===== config.mk =====
export PLATFORM = sky130hd
export DESIGN_NAME = wake_aggr_ctrl
export DESIGN_NICKNAME = d
export VERILOG_FILES = /design/src/rtl/wake_aggr_pkg.sv /design/src/rtl/wake_write_settle.sv /design/src/rtl/wake_event_slice.sv /design/src/rtl/wake_read_mux.sv /design/src/rtl/wake_aggr_ctrl.sv
export SDC_FILE = /design/constraint.sdc
export NUM_CORES = 2
export LEC_CHECK = 0
export ABC_AREA = 1
export BUFFER_PORTS_ARGS = -buffer_cell sky130_fd_sc_hd__buf_2
export CORE_MARGIN = 2
export CORE_UTILIZATION = 39
export DETAILED_ROUTE_END_ITERATION = 10
export SYNTH_ARGS = -nofsm -noshare
export SYNTH_HDL_FRONTEND = slang
export SYNTH_SLANG_ARGS = --single-unit

===== constraint.sdc =====
create_clock -name clk -period 4.98 [get_ports clk]
set_input_delay 0.498 -clock clk [delete_from_list [all_inputs] [get_ports clk]]
set_output_delay 0.498 -clock clk [all_outputs]
set_load 0.02 [all_outputs]

===== src/rtl/wake_aggr_pkg.sv =====
package wake_aggr_pkg;
  localparam int unsigned ADDR_W = 9;
  localparam int unsigned WORD_W = 32;
  localparam int unsigned POL_BIT = 3;

  localparam logic [ADDR_W-1:0] CTRL_BASE   = 9'h000;
  localparam logic [ADDR_W-1:0] MASK_BASE   = 9'h080;
  localparam logic [ADDR_W-1:0] STCLR_BASE  = 9'h100;
  localparam logic [ADDR_W-1:0] MASKPK_BASE = 9'h180;
  localparam logic [ADDR_W-1:0] ROUTE_BASE  = 9'h184;
  localparam logic [ADDR_W-1:0] REPORT_BASE = 9'h188;
  localparam logic [ADDR_W-1:0] SWST_BASE   = 9'h18C;
  localparam logic [ADDR_W-1:0] SWCLR_ADDR  = 9'h190;
  localparam logic [ADDR_W-1:0] LATCH_ADDR  = 9'h191;

  typedef struct packed {
    logic [ADDR_W-1:0] addr;
    logic [WORD_W-1:0] data;
  } wr_req_t;

  // Conditioned level: the input itself when polarity is 1, inverted when 0.
  function automatic logic apply_pol(logic sampled, logic pol);
    return sampled ^ ~pol;
  endfunction

  // Address of entry i within a per-event or per-vector window.
  function automatic logic [ADDR_W-1:0] slot(logic [ADDR_W-1:0] base, int unsigned i);
    return base + ADDR_W'(i);
  endfunction
endpackage


===== src/rtl/wake_write_settle.sv =====
module wake_write_settle
  import wake_aggr_pkg::*;
#(
  parameter int unsigned DEPTH = 4
) (
  input  logic    clk,
  input  logic    rst_n,
  input  logic    tick_i,
  input  logic    wr_en_i,
  input  wr_req_t wr_req_i,
  output logic    cm_valid_o,
  output wr_req_t cm_req_o
);
  logic [DEPTH-1:0] v_q;
  wr_req_t          st_q [DEPTH];

  // Stage 0 accepts the host write; on a tick it hands its content onward.
  always_ff @(posedge clk or negedge rst_n) begin
    if (!rst_n) begin
      v_q[0] <= 1'b0;
    end else if (tick_i) begin
      v_q[0] <= wr_en_i;
    end else if (wr_en_i) begin
      v_q[0] <= 1'b1;
    end
  end

  always_ff @(posedge clk) begin
    if (wr_en_i) st_q[0] <= wr_req_i;
  end

  for (genvar s = 1; s < DEPTH; s++) begin : g_stage
    always_ff @(posedge clk or negedge rst_n) begin
      if (!rst_n) v_q[s] <= 1'b0;
      else if (tick_i) v_q[s] <= v_q[s-1];
    end
    always_ff @(posedge clk) begin
      if (tick_i) st_q[s] <= st_q[s-1];
    end
  end

  assign cm_valid_o = v_q[DEPTH-1] & tick_i;
  assign cm_req_o   = st_q[DEPTH-1];
endmodule


===== src/rtl/wake_event_slice.sv =====
module wake_event_slice
  import wake_aggr_pkg::*;
(
  input  logic clk,
  input  logic rst_n,
  input  logic tick_i,
  input  logic pin_i,
  input  logic pol_i,
  input  logic latch_i,
  input  logic clr_i,
  input  logic swclr_i,
  output logic hw_st_o,
  output logic sw_st_o
);
  logic s1_q, s2_q, prev_q, hw_q, sw_q;
  logic lvl, rise;

  assign lvl  = apply_pol(s2_q, pol_i);
  assign rise = tick_i & lvl & ~prev_q;

  always_ff @(posedge clk or negedge rst_n) begin
    if (!rst_n) begin
      s1_q   <= 1'b0;
      s2_q   <= 1'b0;
      prev_q <= 1'b1;
    end else if (tick_i) begin
      s1_q   <= pin_i;
      s2_q   <= s1_q;
      prev_q <= lvl;
    end
  end

  always_ff @(posedge clk or negedge rst_n) begin
    if (!rst_n) begin
      hw_q <= 1'b0;
      sw_q <= 1'b0;
    end else begin
      if (rise) hw_q <= 1'b1;
      else if (clr_i) hw_q <= 1'b0;
      if (rise && latch_i) sw_q <= 1'b1;
      else if (swclr_i) sw_q <= 1'b0;
    end
  end

  assign hw_st_o = hw_q;
  assign sw_st_o = sw_q;

  AST_STATUS_STICKY: assert property (@(posedge clk) disable iff (!rst_n)
    hw_q && !clr_i |=> hw_q);
  AST_STATUS_NEEDS_EDGE: assert property (@(posedge clk) disable iff (!rst_n)
    !hw_q && !rise |=> !hw_q);
  AST_CAPTURE_FROZEN: assert property (@(posedge clk) disable iff (!rst_n)
    !latch_i && !swclr_i |=> $stable(sw_q));
  AST_CAPTURE_CLEAR: assert property (@(posedge clk) disable iff (!rst_n)
    swclr_i && !(rise && latch_i) |=> !sw_q);
endmodule


===== src/rtl/wake_read_mux.sv =====
module wake_read_mux
  import wake_aggr_pkg::*;
#(
  parameter int unsigned NUM_EVENTS = 96
) (
  input  logic [ADDR_W-1:0]     rd_addr_i,
  input  logic [NUM_EVENTS-1:0] pol_i,
  input  logic [NUM_EVENTS-1:0] mask_i,
  input  logic [NUM_EVENTS-1:0] hw_st_i,
  input  logic [NUM_EVENTS-1:0] sw_st_i,
  input  logic [NUM_EVENTS-1:0] route_i,
  input  logic                  latch_i,
  output logic [WORD_W-1:0]     word_o
);
  localparam int unsigned NUM_VEC = NUM_EVENTS / WORD_W;

  always_comb begin
    word_o = '0;
    for (int unsigned i = 0; i < NUM_EVENTS; i++) begin
      if (rd_addr_i == slot(CTRL_BASE, i))  word_o[POL_BIT] = pol_i[i];
      if (rd_addr_i == slot(MASK_BASE, i))  word_o[0] = mask_i[i];
      if (rd_addr_i == slot(STCLR_BASE, i)) word_o[0] = hw_st_i[i];
    end
    for (int unsigned v = 0; v < NUM_VEC; v++) begin
      if (rd_addr_i == slot(MASKPK_BASE, v)) word_o = mask_i[v*WORD_W +: WORD_W];
      if (rd_addr_i == slot(ROUTE_BASE, v))  word_o = route_i[v*WORD_W +: WORD_W];
      if (rd_addr_i == slot(REPORT_BASE, v))
        word_o = hw_st_i[v*WORD_W +: WORD_W] & route_i[v*WORD_W +: WORD_W];
      if (rd_addr_i == slot(SWST_BASE, v))   word_o = sw_st_i[v*WORD_W +: WORD_W];
    end
    if (rd_addr_i == LATCH_ADDR) word_o[0] = latch_i;
  end
endmodule


===== src/rtl/wake_aggr_ctrl.sv =====
module wake_aggr_ctrl
  import wake_aggr_pkg::*;
#(
  parameter int unsigned NUM_EVENTS   = 96,
  parameter int unsigned SETTLE_TICKS = 4
) (
  input  logic                  clk,
  input  logic                  rst_n,
  input  logic                  slow_tick,
  input  logic [NUM_EVENTS-1:0] wake_in,
  input  logic                  wr_en,
  input  logic [ADDR_W-1:0]     wr_addr,
  input  logic [WORD_W-1:0]     wr_data,
  input  logic                  rd_en,
  input  logic [ADDR_W-1:0]     rd_addr,
  output logic [WORD_W-1:0]     rd_data,
  output logic                  wake_req
);
  localparam int unsigned NUM_VEC = NUM_EVENTS / WORD_W;

  wr_req_t host_req, cm_req;
  logic    cm_valid;

  logic [NUM_EVENTS-1:0] pol_q, mask_q, route_q;
  logic                  latch_q;
  logic [NUM_EVENTS-1:0] clr_vec, hw_st, sw_st;
  logic                  swclr_pulse;
  logic [WORD_W-1:0]     rd_word;

  assign host_req = '{addr: wr_addr, data: wr_data};

  wake_write_settle #(.DEPTH(SETTLE_TICKS)) u_settle (
    .clk(clk), .rst_n(rst_n), .tick_i(slow_tick),
    .wr_en_i(wr_en), .wr_req_i(host_req),
    .cm_valid_o(cm_valid), .cm_req_o(cm_req)
  );

  // Write-one pulses derived from the committed write.
  always_comb begin
    for (int unsigned i = 0; i < NUM_EVENTS; i++)
      clr_vec[i] = cm_valid && cm_req.addr == slot(STCLR_BASE, i) && cm_req.data[0];
    swclr_pulse = cm_valid && cm_req.addr == SWCLR_ADDR && cm_req.data[0];
  end

  always_ff @(posedge clk or negedge rst_n) begin
    if (!rst_n) begin
      pol_q   <= '0;
      mask_q  <= '0;
      route_q <= '0;
      latch_q <= 1'b0;
    end else if (cm_valid) begin
      for (int unsigned i = 0; i < NUM_EVENTS; i++) begin
        if (cm_req.addr == slot(CTRL_BASE, i)) pol_q[i]  <= cm_req.data[POL_BIT];
        if (cm_req.addr == slot(MASK_BASE, i)) mask_q[i] <= cm_req.data[0];
      end
      for (int unsigned v = 0; v < NUM_VEC; v++)
        if (cm_req.addr == slot(ROUTE_BASE, v)) route_q[v*WORD_W +: WORD_W] <= cm_req.data;
      if (cm_req.addr == LATCH_ADDR) latch_q <= cm_req.data[0];
    end
  end

  for (genvar e = 0; e < NUM_EVENTS; e++) begin : g_evt
    wake_event_slice u_slice (
      .clk(clk), .rst_n(rst_n), .tick_i(slow_tick),
      .pin_i(wake_in[e]), .pol_i(pol_q[e]), .latch_i(latch_q),
      .clr_i(clr_vec[e]), .swclr_i(swclr_pulse),
      .hw_st_o(hw_st[e]), .sw_st_o(sw_st[e])
    );
  end

  wake_read_mux #(.NUM_EVENTS(NUM_EVENTS)) u_rmux (
    .rd_addr_i(rd_addr), .pol_i(pol_q), .mask_i(mask_q), .hw_st_i(hw_st),
    .sw_st_i(sw_st), .route_i(route_q), .latch_i(latch_q), .word_o(rd_word)
  );

  always_ff @(posedge clk or negedge rst_n) begin
    if (!rst_n) rd_data <= '0;
    else if (rd_en) rd_data <= rd_word;
  end

  assign wake_req = |(hw_st & mask_q & route_q);

  AST_ROUTE_HELD: assert property (@(posedge clk) disable iff (!rst_n)
    !cm_valid |=> $stable(route_q));
  AST_POL_HELD: assert property (@(posedge clk) disable iff (!rst_n)
    !cm_valid |=> $stable(pol_q));
  AST_REQ_MASKED: assert property (@(posedge clk) disable iff (!rst_n)
    mask_q == '0 |-> !wake_req);
  AST_COMMIT_ON_TICK: assert property (@(posedge clk) disable iff (!rst_n)
    $changed(mask_q) |-> $past(slow_tick));
endmodule


==> results.toml <==
[run_status]
status = "finished with violations"
violations = "setup timing"

[pwr]
p_seq_share_pct = 47.6
clockPowerShare_pct = 44.3
p_comb_share_pct = 8.2
p_switching_mw = 4.85
power_density_nw_per_um2 = 344
leakage_nw = 24.5
intPower_mw = 13.9
totalPowerFinal_mw = 18.7
swShare_pct = 25.9
max-vdd-ir-drop_v = 0.000369

[clocking]
clkLatencyLatePin_ns = 0.76
post_cts_buffers = 0
clock_tree.buffer_depth = 3
cts_tree = "done"
root_buffer = "clkbuf_16"
cts-htree-levels = 3
path_clk_slew_ns = 0.06
cts_made_buffers = 106
cts.sinks = 969

[route]
first_pass_iters = 6
vias = 40350
drt-total-wl_um = 204000
drc = 0
wl_per_cell_um = 27.9
post_drt_via_cell_ratio = 5.53
detailedRoute.firstIterationViolations = 5417
postRouteAntennaNets = 0

[synth]
synth-seq-cells = 969
synth_area_um2 = 44900
postSynthCellCount = 5169
yosys_warnings = 0
synth_fp_nets = 5320
avgSynthCellArea_um2 = 8.69
ys_dominant_reg_cell = "dfrtp_1"
synth_edf_count = 164
ys_seq_area_share_pct = 56.1
async_flop_share_pct = 83.1
synth.distinct_cells = 52

[global_route]
grt_pass1_wl_um = 285000
grt_max_degree = 188
use_met2_pct = 48.8
met3_usage_pct = 10.0
busiest_layer = "met2"
grtUsageMet1_pct = 47.5
grt_pass1_vias = 38022
grt-ovfl-total = 0
antenna_found_initial = 30
grt_util_all_layers_pct = 34.5

[worst_setup_path]
worst_path_most_repeated_cell = "nand2_1"
crit_type = "flip-flop to flip-flop"
start_kind = "flip-flop"
critical_path_required_ns = 5.60
cpPeakStageDelay_ns = 0.38
end_kind = "flip-flop"
cp_max_fo = 2
slowest_stage = "dfrtp_1"
arrival_ns = 6.45

[cells_and_area]
layout_commonest_cell = "nand2_1"
syn_to_final_growth_pct = 21.2
final_util_pct = 47.6
finish.instance_area_um2 = 54400
layout.nets = 5827
final_cell_count_no_fill = 7296
drive_above_1_share_pct = 16.7
final_cell_mix = "nand2_1 (1,173), inv_1 (748), dfrtp_1 (708)"

[floorplan]
dieArea_um2 = 118000
ios = 184
die_w_um = 343
coreArea_um2 = 114000
rows = 124
start_util_pct = 39.3
die_y_um = 343

[place]
io_buffers = 183
hpwl_um = 149000
pre_cts_ws_ns = -1.35
placed_area_um2 = 49400
gp_congestion = 1.05
place_inst = 6953

[timing]
slew_violations = 0
setup_ws_ns = -0.850
timing.final.crit_period_ns = 5.83
finClkSkew_ns = 0.0589
period_share_pct = 117
fmax_mhz = 172
grt_setup_unrepaired = "true"
max-slew-margin-rel_pct = 9.09
hold_violations = 0
finalSetupViolations = 2
tightest_slew_ns = 1.36

[run]
cap_viol_max_count = 0

[min_path]
hold_path.class = "input pin to flip-flop"
-- power groups by stage --
| stage | combinational, mW | clock, mW | sequential [mW] |
|---|---|---|---|
| after floorplan | 0.726 | 0 | 8.93 |
| after global placement | 1.41 | 0 | 9.03 |
| after detailed placement | 1.43 | 0 | 9.04 |
| after CTS | 1.52 | 8.42 | 8.90 |
| after global routing | 1.68 | 8.73 | 8.95 |
| final | 1.53 | 8.29 | 8.91 |
-- layer usage --
metal  wire [µm]  vias to the layer above
met1       85100                    19648
met2       83600                     2088
met4       12500                       18
met3       22200                      502
li1            -                    18094
met5         130                        -
-- synth_stat cells (8+ instances only) --
master     count  share of area, %
o221ai_1      12              0.23
dfrtp_1      709                39
a31o_2         8              0.16
or2_2          9              0.13
edfxtp_1     164                11
inv_1        748               6.2
dfstp_2       96               5.6
o22ai_1       29              0.40
mux2_2        96               2.4
o21ai_0      688               7.7
o31ai_1       18              0.30
a211oi_1       8              0.13
a21boi_0       8              0.13
inv_2          8             0.067
mux2i_1       38              0.85
a221oi_1      16              0.31
nor4_1        14              0.19
nand4_1       93               1.3
clkbuf_8      21              0.64
nor2_1       286               2.4
a31oi_1       50              0.70
nand2_1     1173               9.8
a21oi_1      102               1.1
o211ai_1       8              0.13
clkbuf_1     195               1.6
nand3_1      397               4.4
o2111ai_1     23              0.45
buf_1         12              0.10
nor3_1        75              0.84
-- final cells by class --
class	instances	area, µm²
clock buffer	144	2970
timing repair buffer	635	4810
sequential	969	25200
antenna	15	37.5
clock inverter	57	701
fill	11048	59900
inverter	763	2860
multi-input combinational	3201	16000
tap	1512	1890
-- worst max-delay path: cells and delay by family (launching register included) --
family,cells,cell delay (ns)
flops,1,0.38
simple gates,58,5.05
compound gates,2,0.30
-- state kept, by name (all words and copies together) (netlist names) --
signal and count:
u_settle.st_q 164, g_evt.u_slice.hw_st_o 96, g_evt.u_slice.prev_q 96, g_evt.u_slice.s1_q 96, g_evt.u_slice.s2_q 96, g_evt.u_slice.sw_st_o 96, mask_q 96, pol_q 96
route_q 96, rd_data 32, u_settle.v_q 4, latch_q 1
-- what timing repair did --
item                                   CTS  global route
pin swaps                                0             3
gates resized for setup                  2             7
gates cloned                             0             0
setup endpoints to repair                2             2
endpoints found under the hold margin  197             0
hold buffers                           127             0
-- final timing paths --
path	startpoint	to	slack, ns	cells after the start
min in group asynchronous	rst_n	g_evt[5].u_slice.s1_q$_DFFE_PN0P_	0.46	2
max in group asynchronous	rst_n	g_evt[55].u_slice.s1_q$_DFFE_PN0P_	3.22	3
max reg2reg	pol_q[2]$_DFFE_PN0P_	rd_data[3]$_DFFE_PN0P_	-0.85	60
min reg2reg	u_settle.st_q[0][30]$_DFFE_PP_	u_settle.st_q[1][30]$_DFFE_PP_	0.42	0
max	pol_q[2]$_DFFE_PN0P_	rd_data[3]$_DFFE_PN0P_	-0.85	60
min	wake_in[93]	g_evt[93].u_slice.s1_q$_DFFE_PN0P_	0.03	2
-- per-stage QoR --
stage	setup TNS, ns	hold WS, ns
2_1_floorplan	0	0.202
3_3_place_gp	-2.66	0.400
3_5_place_dp	-2.64	0.405
4_1_cts	-1.41	0.000150
5_1_grt	-3.02	0.0120
6_report	-1.43	0.0299
-- cell families (layout without fill, tap and decap cells) --
kind of cell | count (synthesis) | after routing | share of synthesized area [%]
AND/OR/NAND/NOR | 2071 | 2071 | 19.5
buffers and inverters | 999 | 1599 | 8.90
AO/OA/AOI/OAI | 996 | 996 | 12.3
flip-flops | 969 | 969 | 56.1
multiplexers | 134 | 134 | 3.25
other | 0 | 15 | 0
No activity file was read; power rests on OpenSTA's default activity.
